## config.mk

```make
export PLATFORM = sky130hd
export DESIGN_NAME = irq_level_top
export DESIGN_NICKNAME = d
export VERILOG_FILES = /design/src/rtl/irq_level_pkg.sv /design/src/rtl/irq_src_regs.sv /design/src/rtl/irq_level_enc.sv /design/src/rtl/irq_accept.sv /design/src/rtl/irq_level_top.sv
export SDC_FILE = /design/constraint.sdc
export NUM_CORES = 1
export LEC_CHECK = 0
export BUFFER_PORTS_ARGS = -buffer_cell sky130_fd_sc_hd__buf_2
export CAP_MARGIN = 20
export CORE_MARGIN = 8
export CORE_UTILIZATION = 53
export CTS_CLUSTER_DIAMETER = 120
export CTS_CLUSTER_SIZE = 16
export DETAILED_ROUTE_END_ITERATION = 8
export PLACE_DENSITY = 0.84
export SYNTH_ARGS = -nofsm -noshare
export SYNTH_HDL_FRONTEND = slang
export SYNTH_SLANG_ARGS = --single-unit
```

## constraint.sdc

```tcl
create_clock -name clk -period 5.21 [get_ports clk]
set_clock_uncertainty 0.05 [all_clocks]
set_input_delay 1.042 -clock clk [delete_from_list [all_inputs] [get_ports clk]]
set_output_delay 1.042 -clock clk [all_outputs]
set_load 0.02 [all_outputs]
```

## src/rtl/irq_level_pkg.sv

```systemverilog
package irq_level_pkg;
  localparam int NSRC   = 13;
  localparam int WBITS  = NSRC + 1;
  localparam int MASTER = NSRC;
  localparam int LVL_W  = 3;
  localparam int VEC_W  = 8;
  localparam int SR_W   = 16;
  localparam int SR_S   = 13;
  localparam int SR_MLO = 8;
  localparam logic [VEC_W-1:0] SPUR_VEC = 8'h60;

  function automatic logic [LVL_W-1:0] src_level(input int idx);
    if (idx < 2)       return 3'd1;
    else if (idx == 2) return 3'd2;
    else if (idx < 6)  return 3'd3;
    else if (idx < 11) return 3'd4;
    else if (idx == 11) return 3'd5;
    else               return 3'd6;
  endfunction
endpackage

```

## src/rtl/irq_src_regs.sv

```systemverilog
module irq_src_regs
  import irq_level_pkg::*;
(
  input  logic             clk,
  input  logic             rst_n,
  input  logic [NSRC-1:0]  src_in,
  input  logic             wr_en,
  input  logic             wr_sel,
  input  logic             wr_set,
  input  logic [WBITS-1:0] wr_bits,
  output logic [NSRC-1:0]  active
);
  logic [NSRC-1:0]  req_q;
  logic [WBITS-1:0] en_q;

  for (genvar i = 0; i < NSRC; i++) begin : g_req
    logic hit;
    assign hit = wr_en && !wr_sel && wr_bits[i];
    always_ff @(posedge clk or negedge rst_n) begin
      if (!rst_n)          req_q[i] <= 1'b0;
      else if (src_in[i])  req_q[i] <= 1'b1;
      else if (hit)        req_q[i] <= wr_set;
    end
  end

  for (genvar j = 0; j < WBITS; j++) begin : g_en
    always_ff @(posedge clk or negedge rst_n) begin
      if (!rst_n)                             en_q[j] <= 1'b0;
      else if (wr_en && wr_sel && wr_bits[j]) en_q[j] <= wr_set;
    end
  end

  assign active = req_q & en_q[NSRC-1:0] & {NSRC{en_q[MASTER]}};
endmodule

```

## src/rtl/irq_level_enc.sv

```systemverilog
module irq_level_enc
  import irq_level_pkg::*;
(
  input  logic             clk,
  input  logic             rst_n,
  input  logic [NSRC-1:0]  active,
  input  logic             nmi_in,
  output logic [LVL_W-1:0] ipl
);
  logic [LVL_W-1:0] best;

  always_comb begin
    best = '0;
    for (int i = 0; i < NSRC; i++)
      if (active[i] && src_level(i) > best) best = src_level(i);
    if (nmi_in) best = 3'd7;
  end

  always_ff @(posedge clk or negedge rst_n) begin
    if (!rst_n) ipl <= '0;
    else        ipl <= best;
  end
endmodule

```

## src/rtl/irq_accept.sv

```systemverilog
module irq_accept
  import irq_level_pkg::*;
(
  input  logic             clk,
  input  logic             rst_n,
  input  logic             iack,
  input  logic [LVL_W-1:0] ipl,
  input  logic [SR_W-1:0]  sr_in,
  output logic             ack_valid,
  output logic [VEC_W-1:0] ack_vec,
  output logic [SR_W-1:0]  ack_sr
);
  logic [LVL_W-1:0] mask;
  logic             take;
  logic [SR_W-1:0]  sr_nxt;

  assign mask = sr_in[SR_MLO +: LVL_W];
  assign take = (ipl == 3'd7) || (ipl > mask);

  always_comb begin
    sr_nxt       = sr_in;
    sr_nxt[SR_S] = 1'b1;
    if (take) sr_nxt[SR_MLO +: LVL_W] = ipl;
  end

  always_ff @(posedge clk or negedge rst_n) begin
    if (!rst_n) begin
      ack_valid <= 1'b0;
      ack_vec   <= '0;
      ack_sr    <= '0;
    end else begin
      ack_valid <= iack;
      if (iack) begin
        ack_vec <= take ? (SPUR_VEC + {3'b0, ipl, 2'b00}) : SPUR_VEC;
        ack_sr  <= sr_nxt;
      end
    end
  end
endmodule

```

## src/rtl/irq_level_top.sv

```systemverilog
module irq_level_top
  import irq_level_pkg::*;
(
  input  logic         clk,
  input  logic         rst_n,
  input  logic [12:0]  src_in,
  input  logic         nmi_in,
  input  logic         wr_valid,
  output logic         wr_ready,
  input  logic         wr_sel,
  input  logic         wr_set,
  input  logic [13:0]  wr_bits,
  input  logic [15:0]  sr_in,
  input  logic         iack,
  output logic [2:0]   ipl,
  output logic         ack_valid,
  output logic [7:0]   ack_vec,
  output logic [15:0]  ack_sr
);
  logic [NSRC-1:0] active;

  assign wr_ready = 1'b1;

  irq_src_regs u_regs (
    .clk(clk), .rst_n(rst_n), .src_in(src_in),
    .wr_en(wr_valid && wr_ready), .wr_sel(wr_sel), .wr_set(wr_set),
    .wr_bits(wr_bits), .active(active)
  );

  irq_level_enc u_enc (
    .clk(clk), .rst_n(rst_n), .active(active), .nmi_in(nmi_in), .ipl(ipl)
  );

  irq_accept u_acc (
    .clk(clk), .rst_n(rst_n), .iack(iack), .ipl(ipl), .sr_in(sr_in),
    .ack_valid(ack_valid), .ack_vec(ack_vec), .ack_sr(ack_sr)
  );
endmodule

```

# ---- Yosys cells after proc, flatten, opt, wreduce, memory -nomap -nowiden
# Index checks and enable logic that the tools add are counted.
dict set report op_classes {
  add_sub_neg 1
  mul 0
  div_mod_pow 0
  n_lt_le_gt_ge 13
  eq_ne 1
  n_shift 0
  n_mux 42
  bitwise 2
  n_reduce_logical 56
}
# op count
set op_table {}
lappend op_table {{two-way mux 3 bit} 14}
lappend op_table {{logical AND 1 bit} 41}
lappend op_table {{two-way mux 1 bit} 27}
lappend op_table {{bitwise AND 13 bit} 2}
lappend op_table {{nonzero test 2 bit} 13}
lappend op_table {{greater-than comparator 3 bit (first input constant)} 7}
lappend op_table {{greater-than comparator 2 x 3 -> 1 bit (first input constant)} 4}
lappend op_table {{adder 7 x 5 -> 8 bit (first input constant)} 1}
lappend op_table {{two-way mux 8 bit} 1}
lappend op_table {{equality test 3 bit (second input constant)} 1}
lappend op_table {{greater-than comparator 1 x 3 -> 1 bit (first input constant)} 1}
lappend op_table {{greater-than comparator 3 bit} 1}
lappend op_table {{zero test 1 bit} 1}
lappend op_table {{logical OR 1 bit} 1}
dict set report word_totals {
  ff_bits 55
  latchBits 0
  ramBits 0
  romBits 0
  input_bits 50
  output_inout_bits 29
  wordCells 146
  n_memories 0
}

# ---- Longest topological paths before layout
dict set report depth {
  ltp_word 40
  depth_mapped 6
  depth_no_buf 6
}

# ---- Cells and area by module
# From an unflattened synthesis, not the netlist that was laid out.
dict set report unflattened {
  hier_cells 214
  hier_area_um2 2543.7
}
# module instances cells_per_inst area_each_um2 seq_area_each_um2
set modules_own_cells {}
lappend modules_own_cells {irq_src_regs 1 130 1462.7 675.6}
lappend modules_own_cells {irq_accept 1 66 915.9 500.5}
lappend modules_own_cells {irq_level_enc 1 16 153.9 75.1}
lappend modules_own_cells {irq_level_top 1 2 11.3 0.0}

# ---- Worst setup path after synthesis
# No wires, ideal clock.
dict set report synth_timing {
  path_kind {input -> register}
  startpoint {input sr_in[10]}
  endpoint {register u_acc.ack_sr[10]}
  arrival_ns 2.147
  t_required_ns 5.037
  setup_slack_ns 2.890
  cell_stages 6
  path_buffers 0
  cell_sequence {inv_1 ha_1 a21oi_1 a32oi_2 or2_1 o221a_2}
}
dict set report synth_between {
  elab_chain_len 3
}
# item line
set synth_lines {}
lappend synth_lines {{from (decl)} irq_level_top.sv:13} ;# input logic [15:0] sr_in,
lappend synth_lines {{greater-than comparator 3 bit} irq_accept.sv:18} ;# assign take = (ipl == 3'd7) || (ipl > mask);
lappend synth_lines {{logical OR 1 bit} irq_accept.sv:18}
lappend synth_lines {{two-way mux 3 bit (*)} irq_accept.sv:23} ;# if (take) sr_nxt[SR_MLO +: LVL_W] = ipl;
lappend synth_lines {{to (signal assigned)} irq_accept.sv:35} ;# ack_sr <= sr_nxt;
lappend synth_lines {{to (decl)} irq_accept.sv:11} ;# output logic [SR_W-1:0] ack_sr
# Mark *: on every way between the ends. The rest lies on a longest branch, timed or not.
# A chain may end at the register's enable or synchronous reset.

# ---- Final worst setup path
dict set report layout_timing {
  startpoint {input sr_in[10]}
  endpoint {register u_acc.ack_sr[8]}
}
dict set report layout_between {
  elab_chain_len 3
}
# item line
set layout_lines {}
lappend layout_lines {{greater-than comparator 3 bit} irq_accept.sv:18}
lappend layout_lines {{logical OR 1 bit} irq_accept.sv:18}
lappend layout_lines {{two-way mux 3 bit} irq_accept.sv:23}
# No other way between the ends.

==> flow_metrics.tcl <==
set metrics [dict create \
    status "finished clean" \
    cts_root_buffer "clkbuf_8" \
    synth-simple-area-share_pct 7.53 \
    cts_resized 0 \
    clockBufferDepth 2 \
    fin_hold_ws_ns 0.456 \
    worstPathMaxFanout 6 \
    arrival_ns 2.37 \
    async_flop_share_pct 100 \
    cp_cell_sequence "buf_2, inv_1, ha_1, a21oi_1, a32oi_2, or2_1, o221a_2" \
    hold_viol_final 0 \
    ys_seq_area_share_pct 55.4 \
    grt_usage_pct 14.9 \
    syn_area_um2 2260 \
    relSlewSlack_pct 63.1 \
    vias 1648 \
    synthCells 183 \
    crit_start "sr_in[10]" \
    via_per_inst 5.46 \
    power_leakage_nw 1.21 \
    placementRows 23 \
    cp.required_ns 5.35 \
    ant_nets 0 \
    cpLargestDelayFamily "compound AO/OA/AOI/OAI gates" \
    gp_congestion 0.725 \
    cts_buffers 5 \
    first_global_vias 1776 \
    port_buffers 73 \
    clk_latency_ns 0.29 \
    grt.overflow.total 0 \
    drcViolationCount 0 \
    seqCellArea_um2 1250 \
    dieArea_um2 6610 \
    rsz0062_at_grt "no" \
    clock_sinks 50 \
    htree_levels 2 \
    netlist.area_leader.share_pct 55.4 \
    area_growth_pct 20.0 \
    r2r-start "u_enc.ipl[2]" \
    multi_input_comb_area_um2 907 \
    tns_ns 0 \
    synth_most_common_cell "dfrtp_1" \
    core-area_um2 4060 \
    worstMarginPinSlew_ns 0.554 \
    fin_crit_ns 2.23 \
    postCtsSetupRepairBufs 0 \
    diodes 0 \
    finalCritPeriodShare_pct 42.8 \
    synth-edff-count 0 \
    grt_pass1_wl_um 7800 \
    drt_iter0_markers 70 \
    antenna_found_initial 0 \
    die_h_um 81.3 \
    start_kind "primary input" \
    drive_above_1_share_pct 46.0 \
    synth_fa_ha_area_share_pct 1.66 \
    synth_xor_area_share_pct 0 \
    synth_common_cells "dfrtp_1 (50), mux2_2 (26), nand2_1 (21), a311o_1 (13), a21boi_0 (11)" \
    fp.dieW_um 81.3 \
    cp_slowest_cell "ha_1" \
    holdCritPathClass "reg -> reg" \
    clkTransAtPathRegs_ns 0.09 \
    grt_max_degree 51 \
    boundaryPins 79 \
    start_util_pct 55.7 \
    slowest_delay_ns 0.33 \
    cap_violations 0 \
    cts_tree "done" \
    yosysTopAreaCell "dfrtp_1" \
    ys_seq_elements 50 \
    slew_violations 0 \
    synth_mux_area_share_pct 13.0 \
    fmax_ghz 0.448 \
    vdd_drop_max_uv 212 \
    criticalPathCategory "in -> reg" \
    synth_top_family_by_area "compound AO/OA/AOI/OAI gates" \
    ys_top_cells_by_area "dfrtp_1 (55%), mux2_2 (13%), a311o_1 (5.8%)" \
    worst-path-buf-inv 2 \
    ctsHoldBuffers 0 \
    wire_per_inst_um 15.8 \
    drt_pass1_iterations 4 \
    end_kind "flop" \
    yosysWarnings 0 \
    drt-total-wl_um 4770 \
    synth_compound_area_share_pct 17.3 \
    postSynthAreaPerCell_um2 12.3 \
    fillers 310 \
    ys_types 34 \
    final_nets 305 \
    p_per_area_nw_per_um2 329 \
    dpl.hpwl_um 3470 \
    synthFlopType "dfrtp_1" \
    setup_viol 0 \
    hp-start "u_acc.ack_sr[1]" \
]
-- per-layer routing --
layer	wire length, um	GRT usage [%]
met1	2050	18.8
met2	2220	23.7
met3	457	5.08
met4	43	3.93
met5	0	0
-- flip-flops by register name (all words and copies together), names as in the netlist --
signal / cells
u_acc.ack_sr: 16
u_enc.ipl: 3
u_acc.ack_vec: 3
u_regs.req_q: 13
u_regs.en_q: 14
u_acc.ack_valid: 1
-- logic make-up after synthesis --
logic type,count (synthesis)
buffers and inverters,19
flip-flops,50
AND/OR/NAND/NOR,38
adder cells (fa/ha/maj),3
multiplexers,26
other,2
AO/OA/AOI/OAI,45
-- final cells by class --
cell class | count | area share [%]
Tap cell | 50 | 2.31
Inverter | 4 | 0.554
Clock inverter | 2 | 0.554
Multi-Input combinational cell | 116 | 33.4
Sequential cell | 50 | 46.1
Clock buffer | 5 | 2.54
Timing Repair Buffer | 75 | 14.5
-- worst paths after layout --
kind / to / slack (ns) / depth (start not counted)
worst max-delay path: u_acc.ack_sr[8] / 2.98 / 7
max in group asynchronous: u_enc.ipl[0] / 3.99 / 2
worst min register to register: u_acc.ack_sr[1] / 0.46 / 1
min in group asynchronous: u_acc.ack_vec[2] / 0.61 / 1
worst min-delay path: u_acc.ack_sr[1] / 0.46 / 1
worst max register to register: u_acc.ack_sr[8] / 3.43 / 5
-- metrics by stage --
| step | utilization (%) | power, W | worst slack (ns) | cells | cell area, um2 |
|---|---|---|---|---|---|
| 3_5_place_dp | 64.3 | 0.000686 | 2.71 | 294 | 2610 |
| 4_1_cts | 66.4 | 0.000904 | 2.98 | 301 | 2690 |
| 5_1_grt | 66.9 | 0.000949 | 2.93 | 302 | 2710 |
| 3_3_place_gp | 64.3 | 0.000679 | 2.72 | 294 | 2610 |
| 2_1_floorplan | - | 0.000611 | 2.89 | 185 | 2270 |
| 6_report | 66.9 | 0.000892 | 2.98 | 302 | 2710 |
-- layout by cell type, fill, tap and decap left out, drive strengths merged, types with 2 or more instances in the layout --
cell type and count:
nor3 2, a31o 2, buf 75, clkinvlp 2, ha 3, nand2 21
a21oi 5, nand3b 2, nor2 6, mux2 26, a21boi 14, inv 4
nor2b 2, nand3 2, clkbuf 5, conb 4, or2 2, dfrtp 50
o221a 2, a311o 13, a222oi 2
-- where the power goes --
group / internal, W / total [W] / switching, W
combinational: 0.0000943 / 0.000212 / 0.000117
clock: 0.0000918 / 0.000213 / 0.000121
sequential: 0.000439 / 0.000467 / 0.0000285
total: 0.000625 / 0.000892 / 0.000267
Note: power is estimated with default switching activity, not from simulation.
